<file path="src/rtl/seq_pkg.sv">
package seq_pkg;

  typedef enum logic [2:0] {
    ST_IDLE,
    ST_ACQ_SETTLE,
    ST_CH_START,
    ST_CONV,
    ST_WRITE,
    ST_TX_SETTLE,
    ST_TX_SEND,
    ST_SLEEP
  } mode_e;

  // Mask of low rate-counter bits that must all be set for a system tick:
  // divide by 2^sel of the base tick.
  function automatic logic [2:0] rate_mask(input logic [1:0] sel);
    return 3'((4'd1 << sel) - 4'd1);
  endfunction

endpackage

</file>
<file path="src/rtl/sys_clk_gen.sv">
module sys_clk_gen
  import seq_pkg::*;
#(
  parameter int PRE_DIV = 4
) (
  input  logic       clk,
  input  logic       rst,
  input  logic [1:0] rate_sel,
  output logic       sys_tick
);
  localparam int PW = (PRE_DIV > 1) ? $clog2(PRE_DIV) : 1;
  localparam logic [PW-1:0] PRE_LAST = PW'(PRE_DIV - 1);

  logic [PW-1:0] pre_q;
  logic [2:0]    rate_q;
  logic          base_tick;

  assign base_tick = (pre_q == PRE_LAST);

  always_ff @(posedge clk) begin
    if (rst)            pre_q <= '0;
    else if (base_tick) pre_q <= '0;
    else                pre_q <= pre_q + 1'b1;
  end

  always_ff @(posedge clk) begin
    if (rst)            rate_q <= '0;
    else if (base_tick) rate_q <= rate_q + 1'b1;
  end

  assign sys_tick = base_tick && ((rate_q & rate_mask(rate_sel)) == rate_mask(rate_sel));

  // the base tick is a single-cycle pulse
  p_base_gap_r1: assert property (@(posedge clk) disable iff (rst)
    base_tick |=> !base_tick);
  // a system tick never lasts two clocks
  p_tick_gap_r1: assert property (@(posedge clk) disable iff (rst)
    sys_tick |=> !sys_tick);

endmodule

</file>
<file path="src/rtl/tick_cnt.sv">
module tick_cnt #(
  parameter int W = 8
) (
  input  logic         clk,
  input  logic         rst,
  input  logic         clr,
  input  logic         en,
  input  logic [W-1:0] lim,
  output logic         hit
);
  logic [W-1:0] cnt;

  assign hit = en && (lim != '0) && (cnt == lim - 1'b1);

  always_ff @(posedge clk) begin
    if (rst || clr) cnt <= '0;
    else if (en)    cnt <= hit ? '0 : cnt + 1'b1;
  end

  // R7 (and R5/R6 timers): a running count stays below its limit
  p_cnt_bound_r7: assert property (@(posedge clk) disable iff (rst)
    (!clr && lim != '0) |-> (cnt < lim));

endmodule

</file>
<file path="src/rtl/seq_fsm.sv">
module seq_fsm
  import seq_pkg::*;
#(
  parameter int NCH   = 4,
  parameter int SLP_W = 24,
  parameter int SLP0  = 7159091,
  parameter int SLP1  = 894886,
  parameter int SLP2  = 111861,
  parameter int SLP3  = 0
) (
  input  logic                   clk,
  input  logic                   rst,
  input  logic                   sys_tick,
  input  logic                   adc_done,
  input  logic [1:0]             sleep_sel,
  input  logic                   settle_done,
  input  logic                   pkt_done,
  input  logic                   sleep_done,
  output logic                   acq_pwr,
  output logic                   tx_pwr,
  output logic                   pn_en,
  output logic                   ser_mode,
  output logic                   sleeping,
  output logic                   adc_start,
  output logic                   mem_wr,
  output logic                   settle_run,
  output logic [$clog2(NCH)-1:0] mux_ch,
  output logic [SLP_W-1:0]       sleep_lim
);
  localparam int CH_W = $clog2(NCH);
  localparam logic [CH_W-1:0] CH_LAST = CH_W'(NCH - 1);

  mode_e st, nxt;
  logic [CH_W-1:0] ch_q;
  logic last_ch;
  logic [SLP_W-1:0] sleep_req;

  function automatic logic [SLP_W-1:0] sleep_count(input logic [1:0] sel);
    logic [SLP_W-1:0] r;
    case (sel)
      2'd0:    r = SLP_W'(SLP0);
      2'd1:    r = SLP_W'(SLP1);
      2'd2:    r = SLP_W'(SLP2);
      default: r = SLP_W'(SLP3);
    endcase
    return r;
  endfunction

  assign sleep_req = sleep_count(sleep_sel);
  assign last_ch   = (ch_q == CH_LAST);

  always_comb begin
    nxt = st;
    case (st)
      ST_IDLE:       nxt = ST_ACQ_SETTLE;
      ST_ACQ_SETTLE: if (settle_done) nxt = ST_CH_START;
      ST_CH_START:   if (sys_tick)    nxt = ST_CONV;
      ST_CONV:       if (adc_done)    nxt = ST_WRITE;
      ST_WRITE:      if (sys_tick)    nxt = last_ch ? ST_TX_SETTLE : ST_CH_START;
      ST_TX_SETTLE:  if (settle_done) nxt = ST_TX_SEND;
      ST_TX_SEND:    if (pkt_done)    nxt = (sleep_req == '0) ? ST_ACQ_SETTLE : ST_SLEEP;
      ST_SLEEP:      if (sleep_done)  nxt = ST_ACQ_SETTLE;
      default:       nxt = ST_IDLE;
    endcase
  end

  always_ff @(posedge clk) begin
    if (rst) st <= ST_IDLE;
    else     st <= nxt;
  end

  always_ff @(posedge clk) begin
    if (rst)                          ch_q <= '0;
    else if (st == ST_WRITE && sys_tick) ch_q <= last_ch ? '0 : ch_q + 1'b1;
  end

  always_ff @(posedge clk) begin
    if (rst)                              sleep_lim <= '0;
    else if (st == ST_TX_SEND && pkt_done) sleep_lim <= sleep_req;
  end

  assign acq_pwr    = (st == ST_ACQ_SETTLE) || (st == ST_CH_START) ||
                      (st == ST_CONV) || (st == ST_WRITE);
  assign tx_pwr     = (st == ST_TX_SETTLE) || (st == ST_TX_SEND);
  assign pn_en      = (st == ST_TX_SEND);
  assign ser_mode   = (st == ST_TX_SEND);
  assign sleeping   = (st == ST_SLEEP);
  assign settle_run = (st == ST_ACQ_SETTLE) || (st == ST_TX_SETTLE);
  assign adc_start  = (st == ST_CH_START) && sys_tick;
  assign mem_wr     = (st == ST_WRITE) && sys_tick;
  assign mux_ch     = ch_q;

  // a pending conversion is not left without a done pulse
  p_conv_hold_r10: assert property (@(posedge clk) disable iff (rst)
    (st == ST_CONV && !adc_done) |=> (st == ST_CONV));
  // the write state is entered only behind an accepted done
  p_write_needs_done_r10: assert property (@(posedge clk) disable iff (rst)
    $rose(st == ST_WRITE) |-> $past(adc_done));
  // each non-final write moves to the next channel
  p_ch_step_r3: assert property (@(posedge clk) disable iff (rst)
    (mem_wr && !last_ch) |=> (mux_ch == CH_W'($past(mux_ch) + 1'b1)));
  // the final write hands power to the transmitter
  p_acq_to_tx_r4: assert property (@(posedge clk) disable iff (rst)
    (mem_wr && last_ch) |=> (tx_pwr && !acq_pwr));

endmodule

</file>
<file path="src/rtl/telemetry_sequencer.sv">
module telemetry_sequencer #(
  parameter int PRE_DIV = 4,
  parameter int SETTLE  = 1024,
  parameter int SYM_DIV = 63,
  parameter int PKT_LEN = 65,
  parameter int NCH     = 4,
  parameter int SLP_W   = 24,
  parameter int SLP0    = 7159091,
  parameter int SLP1    = 894886,
  parameter int SLP2    = 111861,
  parameter int SLP3    = 0
) (
  input  logic                   clk,
  input  logic                   rst,
  input  logic [1:0]             rate_sel,
  input  logic [1:0]             sleep_sel,
  input  logic                   adc_done,
  output logic                   sys_tick,
  output logic                   acq_pwr,
  output logic [$clog2(NCH)-1:0] mux_ch,
  output logic                   adc_start,
  output logic                   mem_wr,
  output logic                   tx_pwr,
  output logic                   ser_mode,
  output logic                   pn_en,
  output logic                   pn_tick,
  output logic                   sym_tick,
  output logic                   sleeping
);
  localparam int SET_W = $clog2(SETTLE + 1);
  localparam int SYM_W = $clog2(SYM_DIV + 1);
  localparam int PKT_W = $clog2(PKT_LEN + 1);

  logic settle_run, settle_done, pkt_done, sleep_done;
  logic [SLP_W-1:0] sleep_lim;

  sys_clk_gen #(.PRE_DIV(PRE_DIV)) u_clk (
    .clk(clk), .rst(rst), .rate_sel(rate_sel), .sys_tick(sys_tick)
  );

  seq_fsm #(
    .NCH(NCH), .SLP_W(SLP_W),
    .SLP0(SLP0), .SLP1(SLP1), .SLP2(SLP2), .SLP3(SLP3)
  ) u_fsm (
    .clk(clk), .rst(rst), .sys_tick(sys_tick), .adc_done(adc_done),
    .sleep_sel(sleep_sel), .settle_done(settle_done), .pkt_done(pkt_done),
    .sleep_done(sleep_done), .acq_pwr(acq_pwr), .tx_pwr(tx_pwr),
    .pn_en(pn_en), .ser_mode(ser_mode), .sleeping(sleeping),
    .adc_start(adc_start), .mem_wr(mem_wr), .settle_run(settle_run),
    .mux_ch(mux_ch), .sleep_lim(sleep_lim)
  );

  assign pn_tick = sys_tick && pn_en;

  // power-up settle, shared by acquisition and transmit
  tick_cnt #(.W(SET_W)) u_settle (
    .clk(clk), .rst(rst), .clr(!settle_run), .en(sys_tick && settle_run),
    .lim(SET_W'(SETTLE)), .hit(settle_done)
  );

  // chips per symbol
  tick_cnt #(.W(SYM_W)) u_sym (
    .clk(clk), .rst(rst), .clr(!pn_en), .en(pn_tick),
    .lim(SYM_W'(SYM_DIV)), .hit(sym_tick)
  );

  // symbols per packet
  tick_cnt #(.W(PKT_W)) u_pkt (
    .clk(clk), .rst(rst), .clr(!pn_en), .en(sym_tick),
    .lim(PKT_W'(PKT_LEN)), .hit(pkt_done)
  );

  // sleep interval
  tick_cnt #(.W(SLP_W)) u_sleep (
    .clk(clk), .rst(rst), .clr(!sleeping), .en(sys_tick && sleeping),
    .lim(sleep_lim), .hit(sleep_done)
  );

  // the two power domains never overlap
  p_pwr_excl_r8: assert property (@(posedge clk) disable iff (rst)
    !(acq_pwr && tx_pwr));
  // reset silences every enable and strobe
  p_reset_quiet_r9: assert property (@(posedge clk)
    rst |=> (!acq_pwr && !tx_pwr && !pn_en && !ser_mode && !sleeping && !adc_start && !mem_wr));
  // symbol ticks appear only while transmitting
  p_sym_in_tx_r6: assert property (@(posedge clk) disable iff (rst)
    sym_tick |-> (pn_tick && tx_pwr));
  // the packet end drops every transmit enable at once
  p_tx_drop_r6: assert property (@(posedge clk) disable iff (rst)
    $fell(pn_en) |-> (!tx_pwr && !ser_mode));

endmodule

</file>
<file path="config.mk">
export PLATFORM = sky130hd
export DESIGN_NAME = telemetry_sequencer
export DESIGN_NICKNAME = d
export VERILOG_FILES = /design/src/rtl/seq_pkg.sv /design/src/rtl/sys_clk_gen.sv /design/src/rtl/tick_cnt.sv /design/src/rtl/seq_fsm.sv /design/src/rtl/telemetry_sequencer.sv
export SDC_FILE = /design/constraint.sdc
export NUM_CORES = 1
export LEC_CHECK = 0
export BUFFER_PORTS_ARGS = -buffer_cell sky130_fd_sc_hd__buf_2
export CORE_ASPECT_RATIO = 2
export CORE_MARGIN = 10
export CORE_UTILIZATION = 40
export DETAILED_ROUTE_END_ITERATION = 10
export PLACE_DENSITY = 0.69
export SYNTH_ARGS = -nofsm -noshare
export SYNTH_HDL_FRONTEND = slang
export SYNTH_SLANG_ARGS = --single-unit
</file>
<file path="constraint.sdc">
create_clock -name clk -period 2.71 [get_ports clk]
set_input_delay 0.4065 -clock clk [delete_from_list [all_inputs] [get_ports clk]]
set_output_delay 0.4065 -clock clk [all_outputs]
set_load 0.05 [all_outputs]
</file>
==> results by group <==
Status
  – Status: complete, no violations

Yosys
  – Register area share after synthesis: 0.343
  – Yosys cell types: 60
  – Syn Inst Count: 459
  – Post-Syn Area: 0.00380 mm^2
  – Cell taking the most area after synthesis: dfxtp_1
  – Top cells by count, synth: nor2_1, dfxtp_1, nand2_1
  – Yosys warns: 0
  – Number of synthesized flops with an enable pin: 0
  – Main synth FF type: dfxtp_1
  – Synth top area cells: dfxtp_1, nor2_1, xor2_1
  – Mapped Avg Cell Area: 8.28 um^2
  – Synth async-reset ratio: 0
  – Yosys top cell area share: 0.343
  – Most common cell in the netlist: nor2_1
  – Mapped Nets: 485
  – #FFs+latches synth: 65

GRT
  – Initial antenna violation count: 0
  – Number of global-route vias before repair: 3384
  – Pin count of the biggest net entering global routing: 22
  – Grt total ovfl: 0
  – Total track usage: 0.140
  – First-pass GRT wire length: 15300 um

Worst setup path
  – CP arrival: 2.85 ns
  – Critical path fanouts, max: 9
  – Largest stage delay, worst path: 0.55 ns
  – Required @ worst endpoint: 2.93 ns
  – Worst Setup End Kind: flop
  – Crit path max-delay cell type: or4_4
  – Worst r2r path cells: 8
  – Worst R2R Start: u_fsm.sleep_lim[6]
  – Flop2flop setup slack: 0.08 ns
  – Setup Crit Path Kind: flop to flop
  – Crit path cell chain: or3_4 -> or4_1 -> a21oi_1 -> o211ai_1 -> or4_4 -> o21ai_4 -> buf_4 -> nor2_1
  – CP Launch Type: flop
  – R2r endpoint: u_sleep.cnt[19]

Timing
  – Setup TNS: 0 ns
  – Worst Skew: 0.00514 ns
  – Slew margin rel.: 0.626
  – Hold slack: 0.449 ns
  – Slew @ Worst Pin: 0.560 ns
  – Fmax: 0.380 GHz
  – Final setup viols: 0
  – Final period utilization: 0.970
  – Final Max Slew Viols: 0
  – Unrepaired setup endpoints after global routing: true
  – Tmin final: 2.63 ns
  – PnR worst setup slack: 0.0811 ns
  – Hold Violations, Final: 0

Die
  – Initial Util: 0.408
  – IO Pins: 19
  – Die Span X: 88.9 um
  – Cell Rows: 50
  – Die H: 158 um
  – Core Region: 0.00932 mm^2
  – DIE AREA: 0.0140 mm^2

Layout
  – Share of layout cells above drive strength 1: 0.183
  – Filler cell count: 820
  – Sequential cell area: 0.00131 mm^2
  – Ant. Diodes: 0
  – Layout Cells excl Fill: 611
  – P&R area growth vs syn: 20.5%
  – Layout Nets: 528
  – Util after Layout: 0.491
  – Multi-input logic area: 0.00237 mm^2

Placement
  – HPWL Detailed: 7150 um
  – # port buffers: 18
  – Placed insts: 594
  – Pre-CTS WS: 0.00325 ns
  – Final GP Congestion: 0.929

Clock network
  – Clk buf depth: 2
  – CTS tree: done
  – Clk slew on worst S/H paths: 0.05 ns
  – Root Driver: clkbuf_16
  – Clk_lat worst skew: 0.33 ns
  – Sinks on Clock Net: 65
  – Hold-fix buffers at CTS: 0
  – CTS Buf Count: 9
  – CTS H-Tree Depth: 3

Min path
  – Hold depth: 1
  – Hold/Removal Path Class: flop to flop
  – Hold endpoint: u_clk.pre_q[0]
  – HP Start: u_clk.pre_q[0]

Routing
  – Remaining antenna violation count after routing: 0
  – Vias per inst: 5.45
  – Initial drt markers: 150
  – Routed vias: 3330
  – DR DRC count: 0
  – Drt total wl: 9280 um
  – 1st-pass router iterations: 4
  – Routed WL per cell: 15.2 um

Power
  – Maximum VDD drop: 529 uV
  – Pleak: 1.75 nW
  – Pwr Density: 582 mW/mm^2

Job
  – Max cap viols: 0
## kinds of logic (layout without fill, tap and decap cells)
kind of cell    count (synthesis)  after routing  share of synthesized area
compound gates                 55             55                     0.0995
xor+xnor                       59             59                      0.136
fa+ha+maj                      19             19                     0.0626
buf+inv                        41             89                     0.0494
flops                          65             65                      0.343
mux                             9              9                     0.0237
simple gates                  211            211                      0.286
## worst max-delay path: cells and delay by family, from the launching register on
kind	cells	cell delay, ns
compound gates	3	0.48
flops	1	0.33
simple gates	4	1.51
buf+inv	1	0.19
## sequential cells by signal (all words and copies together) (netlist names)
name             flops
u_clk.pre_q          2
u_clk.rate_q         3
u_fsm.mux_ch         2
u_fsm.sleep_lim      7
u_fsm.st             3
u_pkt.cnt            7
u_settle.cnt        11
u_sleep.cnt         24
u_sym.cnt            6
## stage by stage
stage               power, mW  area (um^2)
floorplan                1.31         3840
global placement         1.40         4220
detailed placement       1.40         4220
CTS                      2.67         4550
global route             2.74         4580
finish                   2.66         4580
## final cells by class
type	count	share of cell area
multi-input cells	353	0.518
flip-flops and latches	65	0.285
repair buffers	53	0.0798
clock buffers	11	0.0552
well taps	104	0.0284
clock inverters	5	0.0169
inverters	20	0.0164
## cell usage in the layout, fill, tap and decap left out, types with 3 or more instances in the layout
cell type  count
nor2_1        80
dfxtp_1       62
buf_4         34
nand2_1       32
xor2_1        30
xnor2_1       28
buf_2         18
inv_1         17
ha_1          16
nand3_1       15
a21oi_1       15
nor3_1        12
nand4_1       12
mux2i_1        9
clkbuf_16      9
and3_1         8
nand2b_1       7
o21ai_0        7
or3_1          7
nor4_1         6
or2_2          3
nor3_2         3
nand3b_1       3
a31oi_1        3
o21ai_1        3
nor2b_1        3
o211ai_1       3
o22ai_1        3
dfxtp_2        3
## worst max-delay path by stage
stage,from,to,cells after the start
final,u_fsm.sleep_lim[6],u_sleep.cnt[19],8
after global routing,u_fsm.sleep_lim[12],u_sleep.cnt[23],11
after CTS,u_fsm.sleep_lim[12],u_sleep.cnt[19],10
after detailed placement,u_fsm.sleep_lim[12],u_fsm.st[2],10
after global placement,u_fsm.sleep_lim[6],u_fsm.st[2],8
after floorplan,u_clk.pre_q[0],u_pkt.cnt[5],9
## per-layer routing
metal	wire (um)	up-vias	share of wire	GRT usage
met5	0	-	0	0
li1	-	1673	-	-
met2	5210	64	0.56	0.272
met1	3470	1568	0.37	0.127
met3	240	25	0.026	0.0262
met4	359	0	0.039	0.0767
## timing repair
item,CTS,global route
setup endpoints to repair,2,27
buffers inserted,0,1
hold endpoints to repair,0,0
pin swaps,0,2
gates resized for setup,1,9
## where the power goes
group          internal [mW]  switching (mW)
Clock                  0.851           0.420
Combinational          0.150           0.251
Sequential             0.980          0.0112
Total                   1.98           0.682
Note: power is estimated with default switching activity, not from simulation.
